File: config.mk
export PLATFORM = sky130hd
export DESIGN_NAME = pt_xfer_seq
export DESIGN_NICKNAME = d
export VERILOG_FILES = /design/src/rtl/pt_seq_pkg.sv /design/src/rtl/pt_elem_store.sv /design/src/rtl/pt_chunk_calc.sv /design/src/rtl/pt_xfer_seq.sv
export SDC_FILE = /design/constraint.sdc
export NUM_CORES = 2
export LEC_CHECK = 0
export BUFFER_PORTS_ARGS = -buffer_cell sky130_fd_sc_hd__buf_4
export CAP_MARGIN = 25
export CELL_PAD_IN_SITES_DETAIL_PLACEMENT = 1
export CELL_PAD_IN_SITES_GLOBAL_PLACEMENT = 1
export CORE_MARGIN = 2
export CORE_UTILIZATION = 40
export CTS_CLUSTER_SIZE = 40
export DETAILED_ROUTE_END_ITERATION = 8
export PLACE_DENSITY_LB_ADDON = 0.1
export SETUP_SLACK_MARGIN = 0.3
export SYNTH_ARGS = -nofsm -noshare
export SYNTH_HDL_FRONTEND = slang
export SYNTH_SLANG_ARGS = --single-unit
File: constraint.sdc
create_clock -name clk -period 5.7 [get_ports clk]
set_input_delay 0.285 -clock clk [delete_from_list [all_inputs] [get_ports clk]]
set_output_delay 0.285 -clock clk [all_outputs]
set_load 0.02 [all_outputs]
File: src/rtl/pt_seq_pkg.sv
`timescale 1ns/1ps
package pt_seq_pkg;
  localparam int ADDR_W = 48;
  localparam int LEN_W  = 16;
  localparam int CODE_W = 4;
  localparam logic [3:0] ERR_OVERSIZE = 4'hF;

  typedef enum logic [2:0] {
    ST_IDLE   = 3'd0,
    ST_FREQ   = 3'd1,
    ST_FWAIT  = 3'd2,
    ST_LOAD   = 3'd3,
    ST_XREQ   = 3'd4,
    ST_XWAIT  = 3'd5,
    ST_PAUSE  = 3'd6,
    ST_EPAUSE = 3'd7
  } state_t;

  typedef struct packed {
    logic [LEN_W-1:0]  len;
    logic [ADDR_W-1:0] base;
  } seg_t;
endpackage

File: src/rtl/pt_elem_store.sv
`timescale 1ns/1ps
module pt_elem_store
  import pt_seq_pkg::*;
#(
  parameter int MAX_ELEM = 24,
  parameter int IDX_W    = 5
) (
  input  logic             clk,
  input  logic             rst_n,
  input  logic             wr_en,
  input  logic [IDX_W-1:0] wr_idx,
  input  logic             wr_lo,
  input  logic [31:0]      wr_data,
  input  logic [IDX_W-1:0] rd_idx,
  output seg_t             rd_seg
);
  seg_t ent_seg [MAX_ELEM];

  for (genvar g = 0; g < MAX_ELEM; g++) begin : g_ent
    logic [31:0] hi_word_q, lo_word_q;
    always_ff @(posedge clk or negedge rst_n) begin
      if (!rst_n) begin
        hi_word_q <= '0;
        lo_word_q <= '0;
      end else if (wr_en && wr_idx == IDX_W'(g)) begin
        if (wr_lo) lo_word_q <= wr_data;
        else       hi_word_q <= wr_data;
      end
    end
    assign ent_seg[g] = '{len: hi_word_q[31:16], base: {hi_word_q[15:0], lo_word_q}};
  end

  always_comb begin
    if (int'(rd_idx) < MAX_ELEM) rd_seg = ent_seg[rd_idx];
    else                         rd_seg = '0;
  end
endmodule

File: src/rtl/pt_chunk_calc.sv
`timescale 1ns/1ps
module pt_chunk_calc #(
  parameter int LEN_W  = 16,
  parameter int CODE_W = 4
) (
  input  logic [CODE_W-1:0] pay_code,
  input  logic [LEN_W-1:0]  remain,
  output logic [LEN_W-1:0]  chunk
);
  // Largest code whose payload 2^(code+2) still fits in LEN_W bits.
  localparam int CODE_FIT = LEN_W - 3;

  logic [LEN_W-1:0] pay;

  always_comb begin
    pay = '0;
    if (int'(pay_code) > CODE_FIT) begin
      chunk = remain;
    end else begin
      pay   = LEN_W'(1) << (int'(pay_code) + 2);
      chunk = (remain < pay) ? remain : pay;
    end
  end
endmodule

File: src/rtl/pt_xfer_seq.sv
`timescale 1ns/1ps
module pt_xfer_seq
  import pt_seq_pkg::*;
#(
  parameter  int MAX_ELEM = 24,
  localparam int IDX_W    = $clog2(MAX_ELEM + 1)
) (
  input  logic              clk,
  input  logic              rst_n,
  input  logic [ADDR_W-1:0] cfg_table_addr,
  input  logic [LEN_W-1:0]  cfg_table_size,
  input  logic [2:0]        cfg_speed,
  input  logic [CODE_W-1:0] cfg_pay_code,
  input  logic [IDX_W-1:0]  cfg_start_elem,
  input  logic              cfg_direct,
  input  logic              cfg_skip_fetch,
  input  logic              cmd_start,
  input  logic              cmd_pause,
  input  logic              cmd_resume,
  input  logic              cmd_reset,
  output logic              rd_valid,
  input  logic              rd_ready,
  output logic [ADDR_W-1:0] rd_addr,
  input  logic              rd_resp_valid,
  input  logic [31:0]       rd_resp_data,
  output logic              xf_valid,
  input  logic              xf_ready,
  output logic [ADDR_W-1:0] xf_addr,
  output logic [LEN_W-1:0]  xf_len,
  output logic [2:0]        xf_speed,
  input  logic              cpl_valid,
  input  logic              cpl_err,
  input  logic [3:0]        cpl_code,
  output logic [2:0]        st_state,
  output logic [IDX_W-1:0]  st_elem,
  output logic [LEN_W-1:0]  st_remain,
  output logic [3:0]        st_err,
  output logic              done,
  output logic              done_pulse
);
  localparam int FW = IDX_W + 1;   // word counter: two words per element

  state_t            state_q;
  logic [FW-1:0]     fidx_q, fidx_nx;
  logic [IDX_W-1:0]  eidx_q, nel_q;
  logic              dir_q, pend_q, done_q, dpulse_q;
  logic [ADDR_W-1:0] addr_q;
  logic [LEN_W-1:0]  rem_q, chunk;
  logic [3:0]        err_q;
  seg_t              st_seg, ld_seg;
  logic              store_wr, busy;

  assign store_wr = (state_q == ST_FWAIT) && rd_resp_valid;

  pt_elem_store #(.MAX_ELEM(MAX_ELEM), .IDX_W(IDX_W)) u_store (
    .clk     (clk),
    .rst_n   (rst_n),
    .wr_en   (store_wr),
    .wr_idx  (fidx_q[FW-1:1]),
    .wr_lo   (fidx_q[0]),
    .wr_data (rd_resp_data),
    .rd_idx  (eidx_q),
    .rd_seg  (st_seg)
  );

  pt_chunk_calc #(.LEN_W(LEN_W), .CODE_W(CODE_W)) u_chunk (
    .pay_code (cfg_pay_code),
    .remain   (rem_q),
    .chunk    (chunk)
  );

  assign ld_seg  = dir_q ? '{len: cfg_table_size, base: cfg_table_addr} : st_seg;
  assign fidx_nx = fidx_q + 1'b1;
  assign busy    = (state_q != ST_IDLE) && (state_q != ST_PAUSE) && (state_q != ST_EPAUSE);

  always_ff @(posedge clk or negedge rst_n) begin
    if (!rst_n) begin
      state_q  <= ST_IDLE;
      fidx_q   <= '0;
      eidx_q   <= '0;
      nel_q    <= '0;
      dir_q    <= 1'b0;
      pend_q   <= 1'b0;
      addr_q   <= '0;
      rem_q    <= '0;
      err_q    <= '0;
      done_q   <= 1'b0;
      dpulse_q <= 1'b0;
    end else begin
      dpulse_q <= 1'b0;
      if (cmd_pause && busy) pend_q <= 1'b1;
      if (cmd_reset) begin
        state_q <= ST_IDLE;
        pend_q  <= 1'b0;
      end else begin
        unique case (state_q)
          ST_IDLE: if (cmd_start) begin
            if (!cfg_direct && cfg_table_size > LEN_W'(MAX_ELEM)) begin
              err_q <= ERR_OVERSIZE;
            end else begin
              err_q  <= '0;
              done_q <= 1'b0;
              pend_q <= 1'b0;
              dir_q  <= cfg_direct;
              nel_q  <= cfg_direct ? IDX_W'(1) : cfg_table_size[IDX_W-1:0];
              eidx_q <= cfg_direct ? '0 : cfg_start_elem;
              fidx_q <= '0;
              state_q <= (cfg_direct || cfg_skip_fetch || cfg_table_size == '0)
                         ? ST_LOAD : ST_FREQ;
            end
          end
          ST_FREQ: if (rd_ready) state_q <= ST_FWAIT;
          ST_FWAIT: if (rd_resp_valid) begin
            fidx_q  <= fidx_nx;
            state_q <= (fidx_nx == {nel_q, 1'b0}) ? ST_LOAD : ST_FREQ;
          end
          ST_LOAD: begin
            if (eidx_q >= nel_q) begin
              done_q   <= 1'b1;
              dpulse_q <= 1'b1;
              state_q  <= ST_IDLE;
            end else if (ld_seg.len == '0) begin
              eidx_q <= eidx_q + 1'b1;
            end else begin
              rem_q  <= ld_seg.len;
              addr_q <= ld_seg.base;
              if (pend_q) begin
                pend_q  <= 1'b0;
                state_q <= ST_PAUSE;
              end else begin
                state_q <= ST_XREQ;
              end
            end
          end
          ST_XREQ: if (xf_ready) state_q <= ST_XWAIT;
          ST_XWAIT: if (cpl_valid) begin
            if (cpl_err) begin
              err_q   <= cpl_code;
              state_q <= ST_EPAUSE;
            end else begin
              addr_q <= addr_q + ADDR_W'(chunk);
              rem_q  <= rem_q - chunk;
              if (rem_q == chunk) begin
                eidx_q  <= eidx_q + 1'b1;
                state_q <= ST_LOAD;
              end else if (pend_q) begin
                pend_q  <= 1'b0;
                state_q <= ST_PAUSE;
              end else begin
                state_q <= ST_XREQ;
              end
            end
          end
          ST_PAUSE, ST_EPAUSE: if (cmd_resume) state_q <= ST_XREQ;
          default: state_q <= ST_IDLE;
        endcase
      end
    end
  end

  assign rd_valid   = (state_q == ST_FREQ);
  assign rd_addr    = cfg_table_addr + ADDR_W'({fidx_q, 2'b00});
  assign xf_valid   = (state_q == ST_XREQ);
  assign xf_addr    = addr_q;
  assign xf_len     = chunk;
  assign xf_speed   = cfg_speed;
  assign st_state   = state_q;
  assign st_elem    = eidx_q;
  assign st_remain  = rem_q;
  assign st_err     = err_q;
  assign done       = done_q;
  assign done_pulse = dpulse_q;
endmodule

==> impl_metrics.prom <==
# TYPE chip_impl_metric gauge
chip_impl_metric{name="critical_path_peak_fanout",unit=""} 30
chip_impl_info{name="cell_with_the_most_instances_after_synthesis",value="sky130_fd_sc_hd__dfrtp_1"} 1
chip_impl_info{name="grt_setup_unrepaired",value="no"} 1
chip_impl_metric{name="proportion_of_register_bits_with_asynchronous_set_or_reset_after_synthesis",unit="%"} 100
chip_impl_metric{name="synth-warning-count",unit=""} 0
chip_impl_info{name="critPathCapture",value="xf_addr[30]"} 1
chip_impl_metric{name="finalHoldViolations",unit=""} 0
chip_impl_metric{name="placement.io_buffers",unit=""} 265
chip_impl_metric{name="netlist_instances",unit=""} 5501
chip_impl_metric{name="antenna_found_initial",unit=""} 8
chip_impl_info{name="synth.largest_area_cell",value="sky130_fd_sc_hd__dfrtp_1"} 1
chip_impl_metric{name="total_length_of_routed_wires",unit="µm"} 260000
chip_impl_info{name="rr_startpoint",value="st_remain[6]"} 1
chip_impl_metric{name="vias",unit=""} 49383
chip_impl_metric{name="final.hold.worst_slack",unit="ns"} 0.0505
chip_impl_metric{name="place_area",unit="mm²"} 0.0845
chip_impl_metric{name="finalInstanceArea",unit="mm²"} 0.0913
chip_impl_metric{name="clk-insertion-delay-late",unit="ns"} 0.85
chip_impl_metric{name="final_nets",unit=""} 5917
chip_impl_info{name="critical_path_capture_point_type",value="register"} 1
chip_impl_metric{name="cell_area_synth",unit="mm²"} 0.0789
chip_impl_metric{name="yosys.area.top_type_share",unit="%"} 51.6
chip_impl_info{name="critPathLaunchType",value="register"} 1
chip_impl_metric{name="detailedPlace.worstSlack",unit="ns"} -0.0496
chip_impl_metric{name="post_detailed_route_drc_marker_count",unit=""} 0
chip_impl_metric{name="worst-slew-pin-transition",unit="ns"} 1.13
chip_impl_metric{name="die_w",unit="µm"} 448
chip_impl_metric{name="largest_net_degree_at_the_start_of_global_routing",unit=""} 183
chip_impl_metric{name="worst_setup_slack_after_layout",unit="ns"} 0.673
chip_impl_metric{name="floorplan.core_area",unit="mm²"} 0.197
chip_impl_metric{name="reg_to_reg_setup_timing_slack",unit="ns"} 0.67
chip_impl_info{name="status",value="finished, final reports clean"} 1
chip_impl_metric{name="fp.dieArea",unit="mm²"} 0.201
chip_impl_metric{name="detail_route.vias_per_cell",unit=""} 5.79
chip_impl_metric{name="clk_path_buf_depth",unit=""} 3
chip_impl_metric{name="fraction_of_final_layout_cells_with_drive_strength_greater_than_1",unit="%"} 48.9
chip_impl_metric{name="cp.arrival",unit="ns"} 5.79
chip_impl_metric{name="drtPass1Iterations",unit=""} 5
chip_impl_info{name="synthTopCellsByCount",value="sky130_fd_sc_hd__dfrtp_1, sky130_fd_sc_hd__mux2_2, sky130_fd_sc_hd__mux4_2, sky130_fd_sc_hd__clkbuf_1, sky130_fd_sc_hd__nand2_1"} 1
chip_impl_metric{name="cts_htree_levels",unit=""} 4
chip_impl_metric{name="clk_sinks",unit=""} 1627
chip_impl_metric{name="first_global_vias",unit=""} 53221
chip_impl_info{name="hp-class",value="in2async"} 1
chip_impl_info{name="cts_tree",value="done"} 1
chip_impl_metric{name="highest_clock_rate",unit="MHz"} 199
chip_impl_metric{name="post_cts_resize_count",unit=""} 0
chip_impl_info{name="critPathKind",value="reg2reg"} 1
chip_impl_info{name="synth_top_cells_by_area",value="sky130_fd_sc_hd__dfrtp_1, sky130_fd_sc_hd__mux2_2, sky130_fd_sc_hd__mux4_2"} 1
chip_impl_metric{name="fin_crit",unit="ns"} 5.03
chip_impl_metric{name="post_layout_nonfiller_instances",unit=""} 8525
chip_impl_metric{name="synth.distinct_cells",unit=""} 79
chip_impl_metric{name="avg_cell_area_syn",unit="µm²"} 14.3
chip_impl_metric{name="area_delta_synth_final",unit="%"} 15.6
chip_impl_metric{name="placedCellCount",unit=""} 8137
chip_impl_metric{name="initial_utilization",unit="%"} 40.1
chip_impl_metric{name="core.rowCount",unit=""} 163
chip_impl_metric{name="synth.ff_latch_count",unit=""} 1627
chip_impl_metric{name="die_h",unit="µm"} 448
chip_impl_metric{name="grt.overflow.total",unit=""} 0
chip_impl_metric{name="final_estimated_routing_congestion_in_global_placement",unit=""} 0.887
chip_impl_metric{name="power.total",unit="W"} 0.0365
chip_impl_metric{name="boundaryPins",unit=""} 272
chip_impl_metric{name="placed_wire_length_estimate_after_detailed_placement",unit="µm"} 165000
chip_impl_metric{name="clock-skew-final",unit="ns"} 0.0471
chip_impl_metric{name="global_route.usage.total",unit="%"} 26.0
chip_impl_metric{name="maxSlewHeadroom",unit="%"} 24.6
chip_impl_metric{name="synth_seq_area_share",unit="%"} 51.6
chip_impl_info{name="startpoint",value="st_remain[6]"} 1
chip_impl_metric{name="total_leakage_power",unit="nW"} 43.3
chip_impl_metric{name="synth.net_count",unit=""} 5690
chip_impl_metric{name="drt-wirelength-per-cell",unit="µm"} 30.5
chip_impl_metric{name="wire_length_of_the_first_global_routing_pass",unit="µm"} 383000
chip_impl_metric{name="number_of_buffers_inserted_during_clock_tree_synthesis",unit=""} 182
chip_impl_metric{name="path_clk_slew",unit="ns"} 0.06
chip_impl_metric{name="final_min_period_over_clock_period",unit="%"} 88.2
chip_impl_info{name="cts_root_buffer",value="sky130_fd_sc_hd__clkbuf_16"} 1
chip_impl_info{name="timing.rr.end",value="xf_addr[30]"} 1
chip_impl_metric{name="synth-edff-count",unit=""} 0
chip_impl_metric{name="detail-route-antenna-nets",unit=""} 0
chip_impl_metric{name="final-max-slew-violation-count",unit=""} 0
chip_impl_metric{name="power.ir.vdd_worst",unit="mV"} 0.314
chip_impl_info{name="synth_top_flop_cell",value="sky130_fd_sc_hd__dfrtp_1"} 1
chip_impl_metric{name="timing.reg2reg.worst_path_depth",unit=""} 21
chip_impl_metric{name="final-setup-viol-count",unit=""} 0
chip_impl_metric{name="worst_ep_required_time",unit="ns"} 6.47
chip_impl_metric{name="maxCapViolCount",unit=""} 0
chip_impl_metric{name="power.density",unit="mW/mm²"} 400
chip_impl_metric{name="drt_iter0_drc",unit=""} 3074
[what timing repair did]
item / 4_1_cts / 5_1_grt
hold buffers: 47 / 0
buffers inserted: 0 / 0
endpoints found under the hold margin: 231 / 0
[sequential cells by signal, summed over array words and instances (netlist names)]
register                 cells
xf_addr                     48
done_pulse                   1
nel_q                        5
u_store.g_ent.lo_word_q    768
fidx_q                       6
done                         1
u_store.g_ent.hi_word_q    768
st_err                       4
st_remain                   16
pend_q                       1
st_state                     3
dir_q                        1
st_elem                      5
[routing by layer]
metal,track usage [%],vias up,wire (µm)
met2,42.6,865,125000
met3,3.12,341,8530
met1,36.5,27189,119000
li1,-,20986,-
met4,7.40,2,7460
met5,0,-,20
[critical path: stages (launching register included)]
cell                        delay [ns]
sky130_fd_sc_hd__dfrtp_1          0.52
sky130_fd_sc_hd__ha_1             0.35
sky130_fd_sc_hd__nand2_1          0.06
sky130_fd_sc_hd__o21ai_0          0.26
sky130_fd_sc_hd__nor2_1           0.07
sky130_fd_sc_hd__a2111o_1         0.45
sky130_fd_sc_hd__nand2_2          0.09
sky130_fd_sc_hd__nand2_1          0.11
sky130_fd_sc_hd__buf_12           0.18
sky130_fd_sc_hd__o31ai_4          0.28
sky130_fd_sc_hd__ha_2             0.23
sky130_fd_sc_hd__inv_1            0.06
sky130_fd_sc_hd__fa_1             0.42
sky130_fd_sc_hd__nand2b_1         0.19
sky130_fd_sc_hd__a21oi_2          0.17
sky130_fd_sc_hd__o211ai_1         0.15
sky130_fd_sc_hd__and3_2           0.26
sky130_fd_sc_hd__nor4_4           0.36
sky130_fd_sc_hd__buf_12           0.19
sky130_fd_sc_hd__nand3_1          0.09
sky130_fd_sc_hd__a221oi_1         0.30
sky130_fd_sc_hd__a2bb2oi_2        0.15
[cells in the final DEF, fill, tap and decap left out, drive strengths merged, types with 28 or more instances in the layout]
cell | netlist | layout
a21oi | 99 | 99
a22oi | 42 | 42
and3 | 28 | 28
buf | 194 | 501
clkbuf | 311 | 280
clkinv | 0 | 32
dfrtp | 1627 | 1627
dlygate4sd3 | 0 | 47
ha | 61 | 61
inv | 46 | 51
mux2 | 1577 | 1577
mux2i | 117 | 117
mux4 | 403 | 403
nand2 | 196 | 196
nand3 | 73 | 73
nor2 | 127 | 127
nor3 | 30 | 30
o211ai | 39 | 39
o21ai | 126 | 126
xnor2 | 45 | 45
[per-stage QoR]
step / utilization [%] / setup TNS (ns)
floorplan: - / 0
global placement: 43.0 / 0
detailed placement: 43.0 / -0.146
CTS: 46.4 / 0
global route: 46.4 / 0
finish: 46.4 / 0
[area by class of cell]
type                    count  area [µm²]
fillers                 19401      105000
diodes                      6        15.0
clock buffers             280        5520
inverters                  46         175
well taps                2640        3300
clock inverters            55         752
repair buffers            548        4610
multi-input cells        3323       36200
flip-flops and latches   1627       40700
[worst min path at each step]
stage                     depth (start not counted)                               to
after global placement                            1   u_store.g_ent[4].hi_word_q[27]
final                                             2  u_store.g_ent[13].hi_word_q[27]
after global routing                              5                      st_state[1]
after floorplan                                   0                            dir_q
after detailed placement                          1  u_store.g_ent[13].hi_word_q[27]
after CTS                                         4                      xf_addr[23]
[cell families after synthesis]
| logic type | count (synthesis) | share of synthesized area, % |
|---|---|---|
| buffers and inverters | 551 | 3.07 |
| DFF | 1627 | 51.6 |
| AOI/OAI and AO/OA | 515 | 4.43 |
| muxes | 2097 | 35.6 |
| xor gates and xnor gates | 72 | 0.799 |
| and+or+nand+nor | 575 | 3.45 |
| adders and majority gates | 64 | 1.04 |
[power by group]
group	switching [W]	total (W)	internal (W)	leakage [nW]
Combinational	0.00658	0.0111	0.00452	17.8
Sequential	0.000895	0.0131	0.0122	22.5
Clock	0.00503	0.0123	0.00722	3.07
Total	0.0125	0.0365	0.0240	43.3
(Power assumes the default switching activity.)
